<file path="src/rtl/lcd_pkg.sv">
package lcd_pkg;

  localparam int UP_LEN = 5;
  localparam int DN_LEN = 3;

  typedef enum logic [1:0] {
    MODE_OFF    = 2'b00,
    MODE_MAN_UP = 2'b01,
    MODE_MAN_DN = 2'b10,
    MODE_AUTO   = 2'b11
  } lcd_mode_e;

  typedef enum logic [1:0] {
    ST_IDLE,
    ST_MANUAL,
    ST_ARM_WAIT,
    ST_LOOPED
  } lcd_state_e;

  function automatic lcd_state_e entry_state(lcd_mode_e m);
    case (m)
      MODE_OFF:  return ST_IDLE;
      MODE_AUTO: return ST_ARM_WAIT;
      default:   return ST_MANUAL;
    endcase
  endfunction

endpackage

</file>
<file path="src/rtl/lcd_pattern_trk.sv">
module lcd_pattern_trk #(
  parameter int PERIOD = 5
) (
  input  logic clk,
  input  logic rst,
  input  logic clr,
  input  logic bit_vld,
  input  logic rx_bit,
  output logic tick,
  output logic good
);

  localparam int FW = $clog2(PERIOD + 1);

  logic [PERIOD-1:0] win;
  logic [FW-1:0]     fill;

  always_ff @(posedge clk) begin
    if (rst || clr) begin
      win  <= '0;
      fill <= '0;
      tick <= 1'b0;
    end else begin
      tick <= bit_vld;
      if (bit_vld) begin
        win <= {win[PERIOD-2:0], rx_bit};
        if (fill != FW'(PERIOD)) fill <= fill + 1'b1;
      end
    end
  end

  // A window with one 1 stays one-hot only if each new bit repeats the bit
  // shifted out, so this is exact periodicity at any phase.
  assign good = (fill == FW'(PERIOD)) && ($countones(win) == 1);

  AST_FILL_BOUND: assert property (@(posedge clk) disable iff (rst)
    fill <= FW'(PERIOD));

  AST_SLIP_BREAKS: assert property (@(posedge clk) disable iff (rst)
    (good && bit_vld && !clr && (rx_bit != win[PERIOD-1])) |=> !good);

endmodule

</file>
<file path="src/rtl/lcd_dur_cnt.sv">
module lcd_dur_cnt #(
  parameter int THRESH = 7720000
) (
  input  logic clk,
  input  logic rst,
  input  logic clr,
  input  logic tick,
  input  logic good,
  output logic qual
);

  localparam int CW = $clog2(THRESH + 1);

  logic [CW-1:0] cnt;

  always_ff @(posedge clk) begin
    if (rst || clr) begin
      cnt <= '0;
    end else if (tick) begin
      if (!good)                   cnt <= '0;
      else if (cnt != CW'(THRESH)) cnt <= cnt + 1'b1;
    end
  end

  assign qual = (cnt == CW'(THRESH));

  AST_NO_OVERFLOW: assert property (@(posedge clk) disable iff (rst)
    cnt <= CW'(THRESH));

  AST_SLIP_RESTART: assert property (@(posedge clk) disable iff (rst)
    (tick && !good) |=> (cnt == '0));

  AST_QUAL_STICKY: assert property (@(posedge clk) disable iff (rst)
    (qual && !clr && !(tick && !good)) |=> qual);

endmodule

</file>
<file path="src/rtl/lcd_ctrl_fsm.sv">
module lcd_ctrl_fsm
  import lcd_pkg::*;
(
  input  logic      clk,
  input  logic      rst,
  input  lcd_mode_e mode,
  input  logic      qual_up,
  input  logic      qual_dn,
  output logic      mode_chg,
  output logic      code_det,
  output logic      rmt_lpbk
);

  lcd_mode_e  mode_q;
  lcd_state_e st;

  assign mode_chg = (mode != mode_q);

  always_ff @(posedge clk) begin
    if (rst) begin
      mode_q   <= MODE_OFF;
      st       <= ST_IDLE;
      code_det <= 1'b0;
      rmt_lpbk <= 1'b0;
    end else begin
      mode_q <= mode;
      if (mode_chg) begin
        st       <= entry_state(mode);
        code_det <= 1'b0;
        rmt_lpbk <= 1'b0;
      end else begin
        case (st)
          ST_IDLE: begin
            code_det <= 1'b0;
            rmt_lpbk <= 1'b0;
          end
          ST_MANUAL: begin
            code_det <= (mode_q == MODE_MAN_UP) ? qual_up : qual_dn;
            rmt_lpbk <= 1'b0;
          end
          ST_ARM_WAIT: begin
            if (qual_up) begin
              st       <= ST_LOOPED;
              code_det <= 1'b1;
              rmt_lpbk <= 1'b1;
            end
          end
          ST_LOOPED: begin
            if (qual_dn) begin
              st       <= ST_ARM_WAIT;
              code_det <= 1'b0;
              rmt_lpbk <= 1'b0;
            end
          end
          default: begin
            st       <= ST_IDLE;
            code_det <= 1'b0;
            rmt_lpbk <= 1'b0;
          end
        endcase
      end
    end
  end

  AST_OFF_LOW: assert property (@(posedge clk) disable iff (rst)
    (mode_q == MODE_OFF) |-> (!code_det && !rmt_lpbk));

  AST_AUTO_SET: assert property (@(posedge clk) disable iff (rst)
    (st == ST_ARM_WAIT && qual_up && !mode_chg) |=> (code_det && rmt_lpbk));

  AST_AUTO_HOLD: assert property (@(posedge clk) disable iff (rst)
    (st == ST_LOOPED && !qual_dn && !mode_chg) |=> (code_det && rmt_lpbk));

  AST_AUTO_CLEAR: assert property (@(posedge clk) disable iff (rst)
    (st == ST_LOOPED && qual_dn && !mode_chg) |=> (!code_det && !rmt_lpbk));

  AST_MODE_CHG_CLR: assert property (@(posedge clk) disable iff (rst)
    mode_chg |=> (!code_det && !rmt_lpbk));

  AST_LPBK_NEEDS_DET: assert property (@(posedge clk) disable iff (rst)
    rmt_lpbk |-> code_det);

  AST_LPBK_AUTO_ONLY: assert property (@(posedge clk) disable iff (rst)
    rmt_lpbk |-> (mode_q == MODE_AUTO));

endmodule

</file>
<file path="src/rtl/loopcode_detector.sv">
module loopcode_detector
  import lcd_pkg::*;
#(
  parameter int THRESH_BITS = 7720000
) (
  input  logic       clk,
  input  logic       rst,
  input  logic       bit_vld,
  input  logic       rx_bit,
  input  logic [1:0] mode,
  output logic       code_det,
  output logic       rmt_lpbk
);

  localparam int NCODE = 2;

  logic             clr;
  logic [NCODE-1:0] tick;
  logic [NCODE-1:0] good;
  logic [NCODE-1:0] qual;

  // index 0 tracks the activate code, index 1 the release code
  for (genvar g = 0; g < NCODE; g++) begin : g_code
    localparam int P = (g == 0) ? UP_LEN : DN_LEN;

    lcd_pattern_trk #(.PERIOD(P)) i_trk (
      .clk     (clk),
      .rst     (rst),
      .clr     (clr),
      .bit_vld (bit_vld),
      .rx_bit  (rx_bit),
      .tick    (tick[g]),
      .good    (good[g])
    );

    lcd_dur_cnt #(.THRESH(THRESH_BITS)) i_cnt (
      .clk  (clk),
      .rst  (rst),
      .clr  (clr),
      .tick (tick[g]),
      .good (good[g]),
      .qual (qual[g])
    );
  end

  lcd_ctrl_fsm i_fsm (
    .clk      (clk),
    .rst      (rst),
    .mode     (lcd_mode_e'(mode)),
    .qual_up  (qual[0]),
    .qual_dn  (qual[1]),
    .mode_chg (clr),
    .code_det (code_det),
    .rmt_lpbk (rmt_lpbk)
  );

endmodule

</file>
<file path="config.mk">
export PLATFORM = sky130hd
export DESIGN_NAME = loopcode_detector
export DESIGN_NICKNAME = d
export VERILOG_FILES = /design/src/rtl/lcd_pkg.sv /design/src/rtl/lcd_pattern_trk.sv /design/src/rtl/lcd_dur_cnt.sv /design/src/rtl/lcd_ctrl_fsm.sv /design/src/rtl/loopcode_detector.sv
export SDC_FILE = /design/constraint.sdc
export NUM_CORES = 1
export LEC_CHECK = 0
export BUFFER_PORTS_ARGS = -buffer_cell sky130_fd_sc_hd__buf_4
export CAP_MARGIN = 25
export CORE_MARGIN = 3
export CORE_UTILIZATION = 30
export CTS_BUF_LIST = sky130_fd_sc_hd__clkbuf_4 sky130_fd_sc_hd__clkbuf_8
export CTS_CLUSTER_DIAMETER = 60
export DETAILED_ROUTE_END_ITERATION = 12
export HOLD_SLACK_MARGIN = 0.03
export SYNTH_ARGS = -nofsm -noshare
export SYNTH_HDL_FRONTEND = slang
export SYNTH_SLANG_ARGS = --single-unit
</file>
<file path="constraint.sdc">
create_clock -name clk -period 2.7 [get_ports clk]
set_input_delay 0.27 -clock clk [delete_from_list [all_inputs] [get_ports clk]]
set_output_delay 0.27 -clock clk [all_outputs]
set_load 0.02 [all_outputs]
</file>
==> results of run 1 <==
==> cell families (layout without fill, tap and decap cells) <==
group,Yosys count,in the layout,share of synthesized area
multiplexers,8,8,0.0247
buffers and inverters,30,54,0.0359
adder cells (fa/ha/maj),17,17,0.0704
AO/OA/AOI/OAI,58,58,0.117
XOR/XNOR,29,29,0.0785
flip-flops,63,63,0.390
AND/OR/NAND/NOR,169,169,0.284
==> state kept, by name, indices dropped and copies added (netlist names) <==
name               count
g_code.i_trk.win       5
g_code.i_trk.fill      5
i_fsm.rmt_lpbk         1
i_fsm.code_det         1
g_code.i_trk.tick      1
g_code.i_cnt.cnt      46
i_fsm.mode_q           2
i_fsm.st               2
==> through the flow <==
stage	cells	setup TNS [ns]	hold slack (ns)	total power (W)	setup WS, ns
5_1_grt	534	-0.0617	0.119	0.00195	-0.0414
2_1_floorplan	374	0	0.342	0.00103	0.0720
4_1_cts	533	0	0.117	0.00190	0.0218
3_3_place_gp	517	0	0.468	0.00106	0.0569
6_report	534	0	0.136	0.00187	0.0746
3_5_place_dp	517	-0.101	0.474	0.00106	-0.0548
==> timing repair <==
action / in CTS / in global routing
resized for setup: 6 / 6
setup buffers: 0 / 1
setup endpoints to repair: 4 / 5
cloned: 0 / 0
pin swaps: 2 / 6
==> cell usage in the layout, fill, tap and decap left out, drive strengths merged, types with 5 or more instances in the layout <==
cell type / count
dfxtp: 63
nor2: 44
nand2: 27
a21oi: 23
inv: 20
buf: 19
nand3: 18
xor2: 17
nand4: 16
ha: 15
xnor2: 12
o21ai: 12
or3: 11
or4: 10
clkbuf: 9
nor3: 8
mux2i: 8
o31ai: 8
nor2b: 6
nor4: 5
==> where the power goes <==
| part | switching [W] | leakage [nW] | internal, W |
|---|---|---|---|
| sequential | 0.00000931 | 0.511 | 0.000937 |
| clock | 0.000401 | 0.0956 | 0.000427 |
| combinational | 0.0000540 | 0.586 | 0.0000393 |
| total | 0.000465 | 1.19 | 0.00140 |
==> how the worst max path moves through the flow <==
stage,start,endpoint
2_1_floorplan,g_code[0].i_trk.win[2],g_code[0].i_cnt.cnt[11]
3_3_place_gp,g_code[0].i_trk.win[0],g_code[0].i_cnt.cnt[21]
3_5_place_dp,g_code[0].i_trk.win[1],g_code[0].i_cnt.cnt[19]
4_1_cts,g_code[0].i_trk.win[1],g_code[0].i_cnt.cnt[19]
5_1_grt,g_code[0].i_trk.win[1],g_code[0].i_cnt.cnt[21]
6_report,g_code[0].i_trk.win[1],g_code[0].i_cnt.cnt[21]
==> layer usage <==
layer	track usage	vias to the layer above
met1	0.157	1215
met3	0.0317	10
li1	-	1374
met5	0	-
met2	0.197	33
met4	0.0525	0
==> worst max-delay path, delay by kind of cell, from the launching register on <==
| kind | cells | cell delay (ns) |
|---|---|---|
| compound gates | 2 | 0.24 |
| xor+xnor | 1 | 0.14 |
| fa+ha+maj | 3 | 0.95 |
| flops | 1 | 0.34 |
| simple gates | 4 | 0.89 |
==> layout make-up <==
cell class / instances / area share
Multi-Input combinational cell: 281 / 0.508
Sequential cell: 63 / 0.337
Tap cell: 136 / 0.0453
Timing Repair Buffer: 19 / 0.0380
Clock buffer: 9 / 0.0330
Clock inverter: 7 / 0.0193
Inverter: 19 / 0.0190
==> run metrics, run 1 <==
Die Ht around 110 um; Cell Chain, Critical Path ha_4, xor2_2, ha_2, a21oi_2, fa_1, nand3_1, o21a_1, or2_4, or4_4, nand2_2; Final GP Congestion around 0.8; Worst-Skew Late Latency roughly 0.35 ns; Congestion Overflow GR 0; core area roughly 0.010 mm^2; Worst-Margin Slew about 0.52 ns; Syn-to-layout area delta 16.0%; most instantiated cells after synthesis 63 x dfxtp_1, 41 x nor2_1, 27 x nand2_1; Max Buffers Root-to-Sink 2; Worst-path clk slew roughly 0.08 ns; Hold/Removal Path Class primary input to flip-flop; EDFF count, synth 0; number of detailed-route iterations in the first pass 4; layout cells sized above 1 0.146; worst-case reg-to-reg path depth 10; die area between 0.01 and 0.015 mm^2; Synth area leader dfxtp_1; worst r2r dst g_code[0].i_cnt.cnt[21]; share of the synthesized area in the top cell type 0.390; dominant synthesized flop cell dfxtp_1; # setup viols final 0; hold depth 2; area of the multi-input gates about 0.0019 mm^2; number of global-route vias before repair approximately 2500; top routing layer used met4; pwr dens 498 mW/mm^2; slowest CP cell or4_4; Hold Buf Count CTS 0; placed cell area ~0.0035 mm^2; ys async rst share 0; crit-path max cell delay between 0.5 and 0.6 ns; WL final 6.85 mm; Worst EP required between 2 and 3 ns; Initial DRC Count about 170; post-synthesis cell type count 48; CP Max Fanout 4; vias per inst 4.93; Num CTS Buffers 9; skew final 0.0115 ns; LEAKAGE between 1 and 1.5 nW; clk sink count 63; Max VDD drop 0.191 mV; top cells by area, synth dfxtp_1 39%, ha_1 5.8%, nor2_1 4.8%; Final Cycle Share 0.972; flop-to-flop setup slack 0.07 ns; nets approximately 420; Ys Warns 0; Cells after Synth ~370; CTS tree done; Mean Syn Cell Area between 8 and 9 um^2; initial antenna violation count 0; Critical Path AT ~2.9 ns; overall global routing resource usage 0.123; antenna viol nets, final 0; first-pass GRT wire length approximately 12 mm; Yosys reg bits 63; filler cell count just over 1000; Routed WL per cell around 13 um; utilization after layout 0.360; max-cap violation count 0; RSZ-0062 raised after global routing true; clk root buf clkbuf_8; status finished clean; antenna diode count 0; Rows 37; FF/Latch Area approximately 0.0013 mm^2; I/O pin count 8; Design Area, Final ~0.0038 mm^2; IO buf count 7; htree depth 3; die width 110 um; final hold violation count 0; pin count of the biggest net entering global routing 24; min-delay src rst; Mapped Area roughly 0.0032 mm^2; post-route DRC violation count 0; most frequent cell after synthesis dfxtp_1; sequential-to-total area share from yosys stat 0.390; Max Clock Freq 381 MHz; critical path launch point type flip-flop; routed via count ~2600; met1 wire length approximately 3.3 mm; Max Slew Vio Count 0; Setup crit end kind flip-flop; Crit Path Category flip-flop to flip-flop; clock period minus worst slack 2.63 ns; post-synthesis net count 397; WL met3 roughly 200 um; Initial Util 0.311; Final HPWL DP 4.84 mm; R2R Path Start g_code[0].i_trk.win[1]; routed wl met2 approximately 3.2 mm; Rel. slew slack 0.650; Hold Path End i_fsm.mode_q[0]
Note: power is estimated with default switching activity, not from simulation.
==> run 2: changes to the inputs <==
--- a/config.mk
+++ b/config.mk
@@ -13,6 +13,7 @@
 export CTS_CLUSTER_DIAMETER = 60
 export DETAILED_ROUTE_END_ITERATION = 12
 export HOLD_SLACK_MARGIN = 0.03
+export REMOVE_ABC_BUFFERS = 1
 export SYNTH_ARGS = -nofsm -noshare
 export SYNTH_HDL_FRONTEND = slang
 export SYNTH_SLANG_ARGS = --single-unit
==> constraint.sdc (replaced) <==
create_clock -name clk -period 3 [get_ports clk]
set_input_delay 0.3 -clock clk [delete_from_list [all_inputs] [get_ports clk]]
set_output_delay 0.3 -clock clk [all_outputs]
set_load 0.02 [all_outputs]
==> run metrics, run 2 (synthesized netlist as in run 1, its figures left out) <==
CP Max Fanout 10; Crit path top cell by count ha_1; IO buf count 7; pin count of the biggest net entering global routing 24; Largest register FFs 46; I/O pin count 8; antenna diode count 0; leading cell type in the layout, fill and taps excluded dfxtp_1; Worst EP required around 3.3 ns; Num CTS Buffers 9; Max Buffers Root-to-Sink 2; status finished clean; Crit Path Category flip-flop to flip-flop; Die Ht 110 um; Rows 37; Most flops, register g_code.i_cnt.cnt; number of detailed-route iterations in the first pass 4; vias per inst between 4 and 5; number of global-route vias before repair roughly 2500; max-cap violation count 0; Regs by FF count g_code.i_cnt.cnt: 46 flops, g_code.i_trk.fill: 5 flops, g_code.i_trk.win: 5 flops; final hold violation count 0; WL final around 6.4 mm; Max Slew Vio Count 0; Rel. slew slack 0.477; Worst-path clk slew around 0.07 ns; overall global routing resource usage 0.116; # setup viols final 0; Final Cycle Share 0.941; slowest CP cell or4_1; Cell Chain, Critical Path ha_1, xor2_1, ha_1, a21oi_1, fa_1, nand3_1, o21a_1, or2_2, or4_1, nand2_1; antenna viol nets, final 0; RSZ-0062 raised after global routing false; layout cells sized above 1 0.0977; post-route DRC violation count 0; die area between 0.01 and 0.015 mm^2; Worst-Skew Late Latency around 0.34 ns; GRT met1 Usage 0.150; Hold/Removal Path Class primary input to flip-flop; clk sink count 63; Final GP Congestion between 0.8 and 0.9; LEAKAGE between 1 and 1.5 nW; clock period minus worst slack around 2.8 ns; Max Clock Freq between 300 and 400 MHz; Resized Gates After CTS 0; filler cell count 1094; commonest cells after routing, fill and taps aside 63 x dfxtp_1, 41 x nor2_1, 27 x nand2_1; pwr dens 445 mW/mm^2; CTS tree done; htree depth 3; core area 0.0104 mm^2; Routed WL per cell 12.1 um; grt met3 use 0.0393; Hold Buf Count CTS 0; Top Usage Layer GRT met2; Worst-Margin Slew ~0.8 ns; die width about 110 um; first-pass GRT wire length 11.2 mm; crit-path max cell delay around 0.53 ns; Final HPWL DP approximately 4.6 mm; critical path launch point type flip-flop; clk root buf clkbuf_8; nets between 400 and 500; Syn-to-layout area delta 12.1%; Initial DRC Count between 60 and 70; Setup Buffers After CTS 0; Initial Util 0.311; initial antenna violation count 0; Setup crit end kind flip-flop; Max VDD drop 0.244 mV; skew final 0.0114 ns; Critical Path AT roughly 3.1 ns; hold slack approximately 0.15 ns; GR Util met2 0.183; routed via count roughly 2600; Congestion Overflow GR 0; setup_tns 0 ns
[run 2: changes by cell type in the layout (fill, tap and decap cells not counted), sizes merged]
cell | before | now
clkbuf | 9 | 12
bufinv | 1 | 0
inv | 20 | 19
clkinvlp | 2 | 1
clkinv | 3 | 2
buf | 19 | 11
[run 2: cell type report]
class | count | area, um^2 | share of cell area
Multi-Input combinational cell | 281 | 1860 | 0.513
Sequential cell | 63 | 1260 | 0.348
Tap cell | 136 | 170 | 0.0469
Clock buffer | 12 | 165 | 0.0455
Timing Repair Buffer | 11 | 82.6 | 0.0228
Inverter | 19 | 71.3 | 0.0197
Clock inverter | 3 | 17.5 | 0.00483
[run 2: critical path, delay by kind of cell (launching register included)]
kind,cells,cell delay [ns]
simple gates,4,1.07
xor+xnor,1,0.16
flops,1,0.35
fa+ha+maj,3,0.97
compound gates,2,0.24
[run 2: where the power goes]
| group | leakage (nW) | total (W) | internal, W | switching (W) |
|---|---|---|---|---|
| registers | 0.509 | 0.000851 | 0.000843 | 0.00000783 |
| logic | 0.554 | 0.0000756 | 0.0000299 | 0.0000456 |
| clock network | 0.0942 | 0.000687 | 0.000360 | 0.000327 |
[run 2: routing by layer]
metal / vias up / wire length, um
met2: 25 / 2960
met5: - / 0
met1: 1221 / 3190
li1: 1368 / -
met3: 6 / 186
met4: 0 / 45
[run 2: path summary, 6_finish.rpt]
| path | from | endpoint | slack, ns | depth (start not counted) |
|---|---|---|---|---|
| max reg2reg | g_code[0].i_trk.win[2] | g_code[0].i_cnt.cnt[19] | 0.18 | 10 |
| min | rst | i_fsm.mode_q[1] | 0.15 | 2 |
| max | g_code[0].i_trk.win[2] | g_code[0].i_cnt.cnt[19] | 0.18 | 10 |
| min reg2reg | g_code[1].i_cnt.cnt[21] | g_code[1].i_cnt.cnt[21] | 0.49 | 2 |
[run 2: per-stage QoR]
| stage | cells | setup slack (ns) | cell area [um^2] | util | total power (W) |
|---|---|---|---|---|---|
| CTS | 525 | 0.173 | 3630 | 0.348 | 0.00164 |
| detailed placement | 510 | 0.165 | 3440 | 0.331 | 0.000946 |
| finish | 525 | 0.177 | 3630 | 0.348 | 0.00161 |
| global placement | 510 | 0.229 | 3440 | 0.331 | 0.000945 |
| global route | 525 | 0.00309 | 3630 | 0.348 | 0.00169 |
| floorplan | 363 | 0.245 | 3190 | - | 0.000919 |
==> run 3: changes to the inputs <==
--- a/config.mk
+++ b/config.mk
@@ -13,7 +13,6 @@
 export CTS_CLUSTER_DIAMETER = 60
 export DETAILED_ROUTE_END_ITERATION = 12
 export HOLD_SLACK_MARGIN = 0.03
-export REMOVE_ABC_BUFFERS = 1
 export SYNTH_ARGS = -nofsm -noshare
 export SYNTH_HDL_FRONTEND = slang
 export SYNTH_SLANG_ARGS = --single-unit
==> run metrics, run 3 (synthesized netlist as in run 1, its figures left out) <==
CP Max Fanout 11; hold depth 2; Crit path top cell by count ha_1; routed via count roughly 2700; Worst EP required about 3.3 ns; placed cell area approximately 0.0035 mm^2; Largest register FFs 46; R2R Path Start g_code[0].i_trk.win[2]; Final HPWL DP about 4.8 mm; commonest cells after routing, fill and taps aside 63 x dfxtp_1, 41 x nor2_1, 27 x nand2_1; nets about 400; Rel. slew slack 0.469; worst-case reg-to-reg path depth 11; Max Slew Vio Count 0; Initial Util 0.311; I/O pin count 8; antenna viol nets, final 0; Hold Path End i_fsm.mode_q[0]; slowest CP cell fa_1; vias per inst between 5 and 6; WL final 6.57 mm; Worst-Margin Slew approximately 0.8 ns; Max Buffers Root-to-Sink 2; die area 0.0121 mm^2; Initial DRC Count 120; htree depth 3; initial antenna violation count 0; Crit Path Category flip-flop to flip-flop; Rows 37; worst r2r dst g_code[0].i_cnt.cnt[8]; clk root buf clkbuf_8; Hold/Removal Path Class primary input to flip-flop; worst path bufs/invs 1; layout cells sized above 1 0.102; min-delay src rst; status finished clean; Resized Gates After CTS 0; Worst-Skew Late Latency 0.34 ns; Most flops, register g_code.i_cnt.cnt; number of detailed-route iterations in the first pass 4; filler cell count ~1100; antenna diode count 0; Setup Buffers After CTS 0; CTS tree done; Final Cycle Share 0.925; final hold violation count 0; # setup viols final 0; die width approximately 110 um; skew final slightly above 0.01 ns; pin count of the biggest net entering global routing 24; flop-to-flop setup slack 0.22 ns; number of global-route vias before repair 2501; leading cell type in the layout, fill and taps excluded dfxtp_1; IO buf count 7; Max Clock Freq ~360 MHz; Congestion Overflow GR 0; Regs by FF count g_code.i_cnt.cnt: 46 flops, g_code.i_trk.fill: 5 flops, g_code.i_trk.win: 5 flops; clock period minus worst slack ~2.8 ns; LEAKAGE roughly 1.2 nW; first-pass GRT wire length 11.6 mm; area of the multi-input gates 0.00186 mm^2; setup_tns 0 ns; Critical Path AT a little over 3 ns; Die Ht between 100 and 150 um; crit-path max cell delay slightly below 0.5 ns; clk sink count 63; Max VDD drop about 0.17 mV; critical path launch point type flip-flop; Num CTS Buffers 9; Top delay family on crit path adder cells; Setup crit end kind flip-flop; FF/Latch Area 0.00126 mm^2; Syn-to-layout area delta 13.3%; Routed WL per cell roughly 12 um; RSZ-0062 raised after global routing false; Final GP Congestion about 0.81; max-cap violation count 0; pwr dens ~470 mW/mm^2; Worst-path clk slew ~0.07 ns; Hold Buf Count CTS 0; Cell Chain, Critical Path ha_1, xor2_1, ha_1, a21oi_1, fa_1, nand3_1, o21a_1, or2_2, buf_4, or3_1, nand2_1; core area 0.0104 mm^2; overall global routing resource usage 0.121; post-route DRC violation count 0; Design Area, Final between 0.003 and 0.004 mm^2
## run 3: area by class of cell
| cell class | instances | area share |
|---|---|---|
| sequential | 63 | 0.344 |
| clock buffer | 10 | 0.0358 |
| multi-input combinational | 281 | 0.507 |
| inverter | 19 | 0.0194 |
| timing repair buffer | 12 | 0.0246 |
| tap | 136 | 0.0464 |
| clock inverter | 6 | 0.0229 |
## run 3: power by group
part           leakage (nW)  switching [W]  internal, W
Combinational         0.558      0.0000462    0.0000310
Sequential            0.509     0.00000852     0.000843
Clock                 0.114       0.000337     0.000476
## run 3: layer usage
metal	part of all wire	up-vias	GRT usage
met1	0.50	1252	0.160
met2	0.45	38	0.183
li1	-	1367	-
met5	0	-	0
met3	0.032	17	0.0288
met4	0.025	0	0.0614
## run 3: metrics by stage
step	util	power (W)	setup slack, ns	std cells	hold slack, ns
final	0.352	0.00174	0.224	527	0.170
after global routing	0.352	0.00183	0.0847	527	0.164
after CTS	0.352	0.00177	0.218	527	0.162
after detailed placement	0.331	0.000950	0.224	511	0.477
after global placement	0.331	0.000947	0.301	511	0.463
after floorplan	-	0.000924	0.372	374	0.372
## run 3: worst max-delay path by stage
stage,start,endpoint,slack [ns],cells past startpoint
2_1_floorplan,g_code[0].i_trk.win[2],g_code[0].i_cnt.cnt[11],0.37,11
3_3_place_gp,g_code[0].i_trk.win[2],g_code[0].i_cnt.cnt[8],0.30,11
3_5_place_dp,g_code[0].i_trk.win[0],g_code[0].i_cnt.cnt[15],0.22,11
4_1_cts,g_code[0].i_trk.win[0],g_code[0].i_cnt.cnt[15],0.22,11
5_1_grt,g_code[0].i_trk.win[0],g_code[0].i_cnt.cnt[8],0.08,11
6_report,g_code[0].i_trk.win[2],g_code[0].i_cnt.cnt[8],0.22,11
## run 3: worst reg2reg max path, cell delays in order (launching register included)
cell     delay (ns)
dfxtp_1        0.34
ha_1           0.33
xor2_1         0.18
ha_1           0.17
a21oi_1        0.05
fa_1           0.49
nand3_1        0.07
o21a_1         0.18
or2_2          0.32
buf_4          0.19
or3_1          0.35
nand2_1        0.07
